### config.mk
export PLATFORM = sky130hd
export DESIGN_NAME = wpt_table
export DESIGN_NICKNAME = d
export VERILOG_FILES = /design/src/rtl/wpt_pkg.sv /design/src/rtl/wpt_ctrl.sv /design/src/rtl/wpt_store.sv /design/src/rtl/wpt_rsp.sv /design/src/rtl/wpt_table.sv
export SDC_FILE = /design/constraint.sdc
export NUM_CORES = 1
export LEC_CHECK = 0
export BUFFER_PORTS_ARGS = -buffer_cell sky130_fd_sc_hd__buf_2
export CELL_PAD_IN_SITES_DETAIL_PLACEMENT = 1
export CELL_PAD_IN_SITES_GLOBAL_PLACEMENT = 2
export CORE_MARGIN = 2
export CORE_UTILIZATION = 48
export CTS_CLUSTER_SIZE = 8
export DETAILED_ROUTE_END_ITERATION = 10
export GPL_TIMING_DRIVEN = 0
export PLACE_DENSITY_LB_ADDON = 0.1
export SETUP_SLACK_MARGIN = 0.02
export SLEW_MARGIN = 20
export SYNTH_ARGS = -nofsm -noshare
export SYNTH_HDL_FRONTEND = slang
export SYNTH_SLANG_ARGS = --single-unit
### constraint.sdc
create_clock -name clk -period 2.67 [get_ports clk]
set_input_delay 0.4005 -clock clk [delete_from_list [all_inputs] [get_ports clk]]
set_output_delay 0.4005 -clock clk [all_outputs]
set_load 0.005 [all_outputs]
### src/rtl/wpt_pkg.sv
package wpt_pkg;
    localparam int WAY_PTR_W = 2;

    typedef enum logic [1:0] {
        ST_SERVE  = 2'd0,
        ST_FLUSH  = 2'd1,
        ST_COMMIT = 2'd2
    } wpt_state_e;
endpackage

### src/rtl/wpt_ctrl.sv
module wpt_ctrl
    import wpt_pkg::*;
#(
    parameter int ADDR_W  = 32,
    parameter int ALIGN_W = 2,
    parameter int IDX_W   = 4,
    parameter int NPTR    = 4,
    parameter int CNT_W   = 3,
    parameter int GRP_W   = 8
) (
    input  logic              clk,
    input  logic              rst_n,
    input  logic              inv_req,
    input  logic              wr_req,
    input  logic [ADDR_W-1:0] wr_addr,
    input  logic              wr_dir,
    input  logic [CNT_W-1:0]  wr_count,
    input  logic [GRP_W-1:0]  wr_ptrs,
    output logic              stall,
    output logic              flush_en,
    output logic              commit_en,
    output logic [IDX_W-1:0]  commit_idx,
    output logic              commit_dir,
    output logic              commit_full,
    output logic [GRP_W-1:0]  commit_ptrs
);
    wpt_state_e state_q, state_d;

    // next state: GO_FLUSH beats GO_COMMIT, otherwise GO_SERVE
    always_comb begin
        if (inv_req)     state_d = ST_FLUSH;
        else if (wr_req) state_d = ST_COMMIT;
        else             state_d = ST_SERVE;
    end

    always_ff @(posedge clk or negedge rst_n) begin
        if (!rst_n) state_q <= ST_SERVE;
        else        state_q <= state_d;
    end

    // saved write fields, taken only in the request cycle
    always_ff @(posedge clk or negedge rst_n) begin
        if (!rst_n) begin
            commit_idx  <= '0;
            commit_dir  <= 1'b0;
            commit_full <= 1'b0;
            commit_ptrs <= '0;
        end else if (wr_req && !inv_req) begin
            commit_idx  <= wr_addr[ALIGN_W +: IDX_W];
            commit_dir  <= wr_dir;
            commit_full <= (wr_count == CNT_W'(NPTR));
            commit_ptrs <= wr_ptrs;
        end
    end

    always_comb begin
        stall     = 1'b0;
        flush_en  = 1'b0;
        commit_en = 1'b0;
        unique case (state_q)
            ST_SERVE:  ;
            ST_FLUSH:  begin stall = 1'b1; flush_en  = 1'b1; end
            ST_COMMIT: begin stall = 1'b1; commit_en = 1'b1; end
            default:   stall = 1'b1;
        endcase
    end

    // a stall cycle always follows a request
    p_stall_cause_r3: assert property (@(posedge clk) disable iff (!rst_n)
        stall |-> $past(inv_req || wr_req));
    // no request means no stall next cycle: stall is exactly one cycle
    p_stall_single_r5: assert property (@(posedge clk) disable iff (!rst_n)
        (!inv_req && !wr_req) |=> !stall);
    // a joint request never reaches the commit state
    p_flush_wins_r6: assert property (@(posedge clk) disable iff (!rst_n)
        (inv_req && wr_req) |=> (flush_en && !commit_en));
endmodule

### src/rtl/wpt_store.sv
module wpt_store #(
    parameter int ENTRIES = 16,
    parameter int IDX_W   = 4,
    parameter int GRP_W   = 8
) (
    input  logic             clk,
    input  logic             rst_n,
    input  logic             flush_en,
    input  logic             commit_en,
    input  logic [IDX_W-1:0] commit_idx,
    input  logic             commit_dir,
    input  logic             commit_full,
    input  logic [GRP_W-1:0] commit_ptrs,
    input  logic [IDX_W-1:0] rd_idx,
    input  logic             rd_dir,
    output logic             rd_valid,
    output logic [GRP_W-1:0] rd_ptrs
);
    localparam int SLOTS  = 2 * ENTRIES;
    localparam int SLOT_W = IDX_W + 1;

    logic [SLOTS-1:0] vld_q;
    logic [GRP_W-1:0] ptr_q [SLOTS];
    logic [SLOT_W-1:0] w_slot, r_slot;

    assign w_slot = {commit_dir, commit_idx};
    assign r_slot = {rd_dir, rd_idx};

    for (genvar s = 0; s < SLOTS; s++) begin : g_slot
        always_ff @(posedge clk or negedge rst_n) begin
            if (!rst_n)
                vld_q[s] <= 1'b0;
            else if (flush_en)
                vld_q[s] <= 1'b0;
            else if (commit_en && (w_slot == SLOT_W'(s)))
                vld_q[s] <= commit_full;
        end

        always_ff @(posedge clk) begin
            if (commit_en && (w_slot == SLOT_W'(s)))
                ptr_q[s] <= commit_ptrs;
        end
    end

    assign rd_valid = vld_q[r_slot];
    assign rd_ptrs  = ptr_q[r_slot];

    p_flush_all_r5: assert property (@(posedge clk) disable iff (!rst_n)
        flush_en |=> (vld_q == '0));
    p_partial_invalid_r4: assert property (@(posedge clk) disable iff (!rst_n)
        (commit_en && !commit_full) |=> !vld_q[$past(w_slot)]);
endmodule

### src/rtl/wpt_rsp.sv
module wpt_rsp #(
    parameter int GRP_W = 8
) (
    input  logic             clk,
    input  logic             rst_n,
    input  logic             take,
    input  logic             grp_valid,
    input  logic [GRP_W-1:0] grp_ptrs,
    output logic             rsp_valid,
    output logic             rsp_grp_valid,
    output logic [GRP_W-1:0] rsp_ptrs
);
    always_ff @(posedge clk or negedge rst_n) begin
        if (!rst_n) begin
            rsp_valid     <= 1'b0;
            rsp_grp_valid <= 1'b0;
            rsp_ptrs      <= '0;
        end else begin
            rsp_valid <= take;
            if (take) begin
                rsp_grp_valid <= grp_valid;
                rsp_ptrs      <= grp_ptrs;
            end
        end
    end
endmodule

### src/rtl/wpt_table.sv
module wpt_table
    import wpt_pkg::*;
#(
    parameter int ADDR_W  = 32,
    parameter int ENTRIES = 16,
    parameter int ALIGN_W = 2,
    parameter int NPTR    = 4,
    localparam int IDX_W  = $clog2(ENTRIES),
    localparam int CNT_W  = $clog2(NPTR + 1),
    localparam int GRP_W  = NPTR * WAY_PTR_W
) (
    input  logic              clk,
    input  logic              rst_n,
    input  logic              lk_req,
    input  logic [ADDR_W-1:0] lk_addr,
    input  logic              lk_dir,
    input  logic              wr_req,
    input  logic [ADDR_W-1:0] wr_addr,
    input  logic              wr_dir,
    input  logic [CNT_W-1:0]  wr_count,
    input  logic [GRP_W-1:0]  wr_ptrs,
    input  logic              inv_req,
    output logic              stall,
    output logic              rsp_valid,
    output logic              rsp_grp_valid,
    output logic [GRP_W-1:0]  rsp_ptrs
);
    logic             flush_en, commit_en, commit_dir, commit_full;
    logic [IDX_W-1:0] commit_idx;
    logic [GRP_W-1:0] commit_ptrs, rd_ptrs;
    logic             rd_valid, take;

    assign take = lk_req && !stall;

    wpt_ctrl #(
        .ADDR_W(ADDR_W), .ALIGN_W(ALIGN_W), .IDX_W(IDX_W),
        .NPTR(NPTR), .CNT_W(CNT_W), .GRP_W(GRP_W)
    ) u_ctrl (
        .clk(clk), .rst_n(rst_n), .inv_req(inv_req), .wr_req(wr_req),
        .wr_addr(wr_addr), .wr_dir(wr_dir), .wr_count(wr_count),
        .wr_ptrs(wr_ptrs), .stall(stall), .flush_en(flush_en),
        .commit_en(commit_en), .commit_idx(commit_idx),
        .commit_dir(commit_dir), .commit_full(commit_full),
        .commit_ptrs(commit_ptrs)
    );

    wpt_store #(.ENTRIES(ENTRIES), .IDX_W(IDX_W), .GRP_W(GRP_W)) u_store (
        .clk(clk), .rst_n(rst_n), .flush_en(flush_en), .commit_en(commit_en),
        .commit_idx(commit_idx), .commit_dir(commit_dir),
        .commit_full(commit_full), .commit_ptrs(commit_ptrs),
        .rd_idx(lk_addr[ALIGN_W +: IDX_W]), .rd_dir(lk_dir),
        .rd_valid(rd_valid), .rd_ptrs(rd_ptrs)
    );

    wpt_rsp #(.GRP_W(GRP_W)) u_rsp (
        .clk(clk), .rst_n(rst_n), .take(take), .grp_valid(rd_valid),
        .grp_ptrs(rd_ptrs), .rsp_valid(rsp_valid),
        .rsp_grp_valid(rsp_grp_valid), .rsp_ptrs(rsp_ptrs)
    );

    p_rsp_next_r2: assert property (@(posedge clk) disable iff (!rst_n)
        (lk_req && !stall) |=> rsp_valid);
    p_no_rsp_in_stall_r7: assert property (@(posedge clk) disable iff (!rst_n)
        (lk_req && stall) |=> !rsp_valid);
endmodule

==> results by group <==
Outcome
  – Run status: finished with violations
  – Failing checks: negative setup slack

Pwr
  – Max IR drop VDD: ~530 µV
  – PD cells: roughly 800 nW/µm²
  – Leakage: between 5 and 6 nW

Finish
  – Post-layout nets: approximately 970
  – Layout cell share with drive strength beyond 1: between 10% and 20%
  – P&R area growth vs syn: 15.5%
  – Final Non-Filler Cells: 1255
  – Antenna cells: 0
  – Post-route design area: about 15000 µm²
  – # fillers: roughly 2.5k

Drt
  – Iter 0 DRT Violations: ~660
  – Post-route DRC: 0
  – Routed WL: roughly 35000 µm
  – Drt wl/cell: 28.1 µm
  – Post-DRT Antenna Nets: 0
  – Drt pass-1 iters: 5
  – Number of vias per cell: approximately 6.0
  – Via count: about 7.5k

Worst setup path
  – CP max stage cell: nor2_1
  – R2R setup slack: -0.06 ns
  – CP Data Required Time: ~2.8 ns
  – CP max FO: 9
  – CP Launch Type: flip-flop
  – Register-to-Register Path Depth: 3
  – Crit path largest cell delay: ~0.89 ns
  – FF-to-FF End: u_store.ptr_q[11][5]$_DFFE_PP_
  – Worst-path cell chain: nor3b_1 -> nand2_1 -> nor2_1
  – Setup crit end kind: flip-flop
  – Critical path origin: u_ctrl.state_q[0]$_DFF_PN0_
  – CP arrival: between 2 and 3 ns
  – Setup CP Type: reg2reg
  – Worst Setup EP: u_store.ptr_q[11][5]$_DFFE_PP_
  – Worst R2R Start: u_ctrl.state_q[0]$_DFF_PN0_

STA
  – Final setup fails: 9
  – RSZ-0062 raised after global routing: true
  – Final Hold Fails: 0
  – Max transition margin: about 29%
  – Setup WS post-layout: -0.0555 ns
  – Max-slew violations: 0
  – Fmax: 367 MHz
  – Fin crit share: 102%
  – Slew @ Worst Pin: between 1 and 1.5 ns
  – Setup Skew: roughly 0.017 ns
  – Min Tclk post-route: roughly 2.7 ns

Run
  – Maxcap violations: 0

Yosys
  – Fraction of the yosys area taken by sequential cells: a little under three quarters
  – Number of synthesis warnings: 0
  – Synth top area cells: edfxtp_1 (60%), dfrtp_1 (11%), mux2i_1 (11%)
  – Share of the synthesized area in the top cell type: 60.0%
  – Commonest register cell after synthesis: edfxtp_1
  – Syn Inst Count: roughly 800
  – Count leader, synth: edfxtp_1
  – Number of synthesized flops with an enable pin: 256
  – Syn nets: between 800 and 900
  – Average cell area after synthesis: about 16 µm²
  – Post-synth top cells: edfxtp_1 (256), mux2i_1 (144), dfrtp_1 (58)
  – Number of synthesized register bits: between 300 and 400
  – Area leader, netlist: edfxtp_1
  – Async set-reset flop share out of synthesis: a little under a fifth
  – Distinct cells, synth: 29
  – Mapped cell area: ~13000 µm²

Clock network
  – CTS tree: done
  – Clk root buf: clkbuf_16
  – H-tree level count: 2
  – Post-CTS repair timing setup buffer count: 0
  – Clk buf depth: 3
  – Clk_lat worst skew: approximately 0.54 ns
  – Clk pin slew, worst setup/hold paths: 0.05 ns
  – CTS sink cnt: between 300 and 400
  – CTS Buf Count: 45

Place
  – Area post-placement: 13400 µm²
  – PortBufs: 35
  – Placed wire-length estimate: between 20000 and 25000 µm
  – Placed cell count: 1171
  – Gpl congestion: between 0.8 and 0.9

Floorplanning
  – Core area: ~26000 µm²
  – Io pins: 93
  – Row count: 59
  – Die H: between 150 and 200 µm
  – Die width: between 150 and 200 µm
  – Die ar.: about 28000 µm²
  – Starting Density: 49.0%

Hold path
  – HP Class: in2reg

Global routing
  – First-pass GRT wire length: roughly 53000 µm
  – Vias in the first global route: between 8k and 9k
  – Largest net degree at the start of global routing: slightly below 60
  – Overflow after GRT: 0
  – Initial antenna violation count: 0
  – GRT Total Usage: roughly a quarter
[how the worst min path moves through the flow]
stage / startpoint / to / depth (start not counted)
3_5_place_dp: u_rsp.rsp_ptrs[1]$_DFFE_PN0P_ / u_rsp.rsp_ptrs[1]$_DFFE_PN0P_ / 2
6_report: wr_ptrs[6] / u_ctrl.commit_ptrs[6]$_DFFE_PN0P_ / 2
5_1_grt: wr_ptrs[5] / u_ctrl.commit_ptrs[5]$_DFFE_PN0P_ / 2
3_3_place_gp: u_rsp.rsp_ptrs[6]$_DFFE_PN0P_ / u_rsp.rsp_ptrs[6]$_DFFE_PN0P_ / 2
4_1_cts: wr_ptrs[6] / u_ctrl.commit_ptrs[6]$_DFFE_PN0P_ / 2
2_1_floorplan: rst_n / u_ctrl.commit_dir$_DFFE_PN0P_ / 0
[cells in the final DEF (no fill, tap or decap), types with 2 or more instances in the layout]
master,Yosys,final
mux2i_1,144,144
nand2b_1,4,4
dlygate4sd3_1,0,2
nand3_1,3,3
nand2_1,50,50
edfxtp_1,256,256
inv_1,3,3
a21oi_1,50,50
o41ai_2,9,9
buf_4,11,12
a221oi_1,3,3
buf_8,2,2
dfrtp_1,58,50
buf_1,6,6
a22o_1,18,18
clkbuf_16,0,47
buf_12,3,3
a221oi_2,15,15
a22oi_1,36,36
mux2_2,13,13
nor2_1,36,23
o21ai_0,33,33
or2_2,2,2
clkbuf_1,20,53
dfrtp_2,0,8
nor2_2,0,12
nor2b_1,6,6
buf_6,4,4
o22ai_1,9,9
buf_2,4,38
[area by class of cell]
type	instances	area (µm²)	share of cell area [%]
sequential	314	9150	61.9
clock inverter	2	17.5	0.118
buffer	50	335	2.27
clock buffer	80	1300	8.79
inverter	3	11.3	0.0761
tap	335	419	2.83
multi-input combinational	434	3360	22.7
timing repair buffer	37	198	1.34
[critical path: cells and delay by family (launching register included)]
family / cells / cell delay [ns]
flip-flops: 1 / 0.40
AND/OR/NAND/NOR: 3 / 1.94
[stage by stage]
stage,hold WS [ns],TNS [ns],utilization [%],total power (W),setup slack (ns)
final,0.0999,-0.468,56.6,0.0118,-0.0555
after global routing,0.0954,-1.89,56.6,0.0121,-0.122
after detailed placement,0.480,-1.45,51.3,0.00658,-0.182
after floorplan,0.105,0,-,0.00615,0.880
after global placement,0.470,-1.21,51.3,0.00654,-0.170
after CTS,0.0814,-0.194,56.4,0.0118,-0.0301
[timing repair]
action	4_1_cts	5_1_grt
hold endpoints to repair	59	0
hold buffers	2	0
setup endpoints to repair	19	98
gates resized for setup	1	13
[kinds of logic (layout without fill, tap and decap cells)]
group | count (synthesis) | count (layout) | synth area share (%)
compound gates | 173 | 173 | 10.1
flops | 314 | 314 | 71.4
mux | 157 | 157 | 12.4
buf+inv | 53 | 172 | 2.71
simple gates | 104 | 104 | 3.40
[report_power, final]
part           switching (W)  leakage, nW  internal [W]
Combinational       0.000461         1.69      0.000258
Clock                0.00201        0.627       0.00326
Sequential          0.000259         3.06       0.00552
Total                0.00273         5.38       0.00904
[flip-flops by register name, indices dropped and copies added (netlist names)]
name                 flops
u_ctrl.state_q           2
u_rsp.rsp_grp_valid      1
u_ctrl.commit_dir        1
u_rsp.rsp_valid          1
u_ctrl.commit_full       1
u_store.vld_q           32
u_store.ptr_q          256
u_ctrl.commit_ptrs       8
u_ctrl.commit_idx        4
u_rsp.rsp_ptrs           8
[metal layers]
layer | GRT usage [%] | share of wire (%)
met1 | 36.1 | 44
met4 | 7.03 | 2.3
met3 | 3.73 | 5.1
met2 | 42.7 | 48
met5 | 0 | 0
Note: power is estimated with default switching activity, not from simulation.
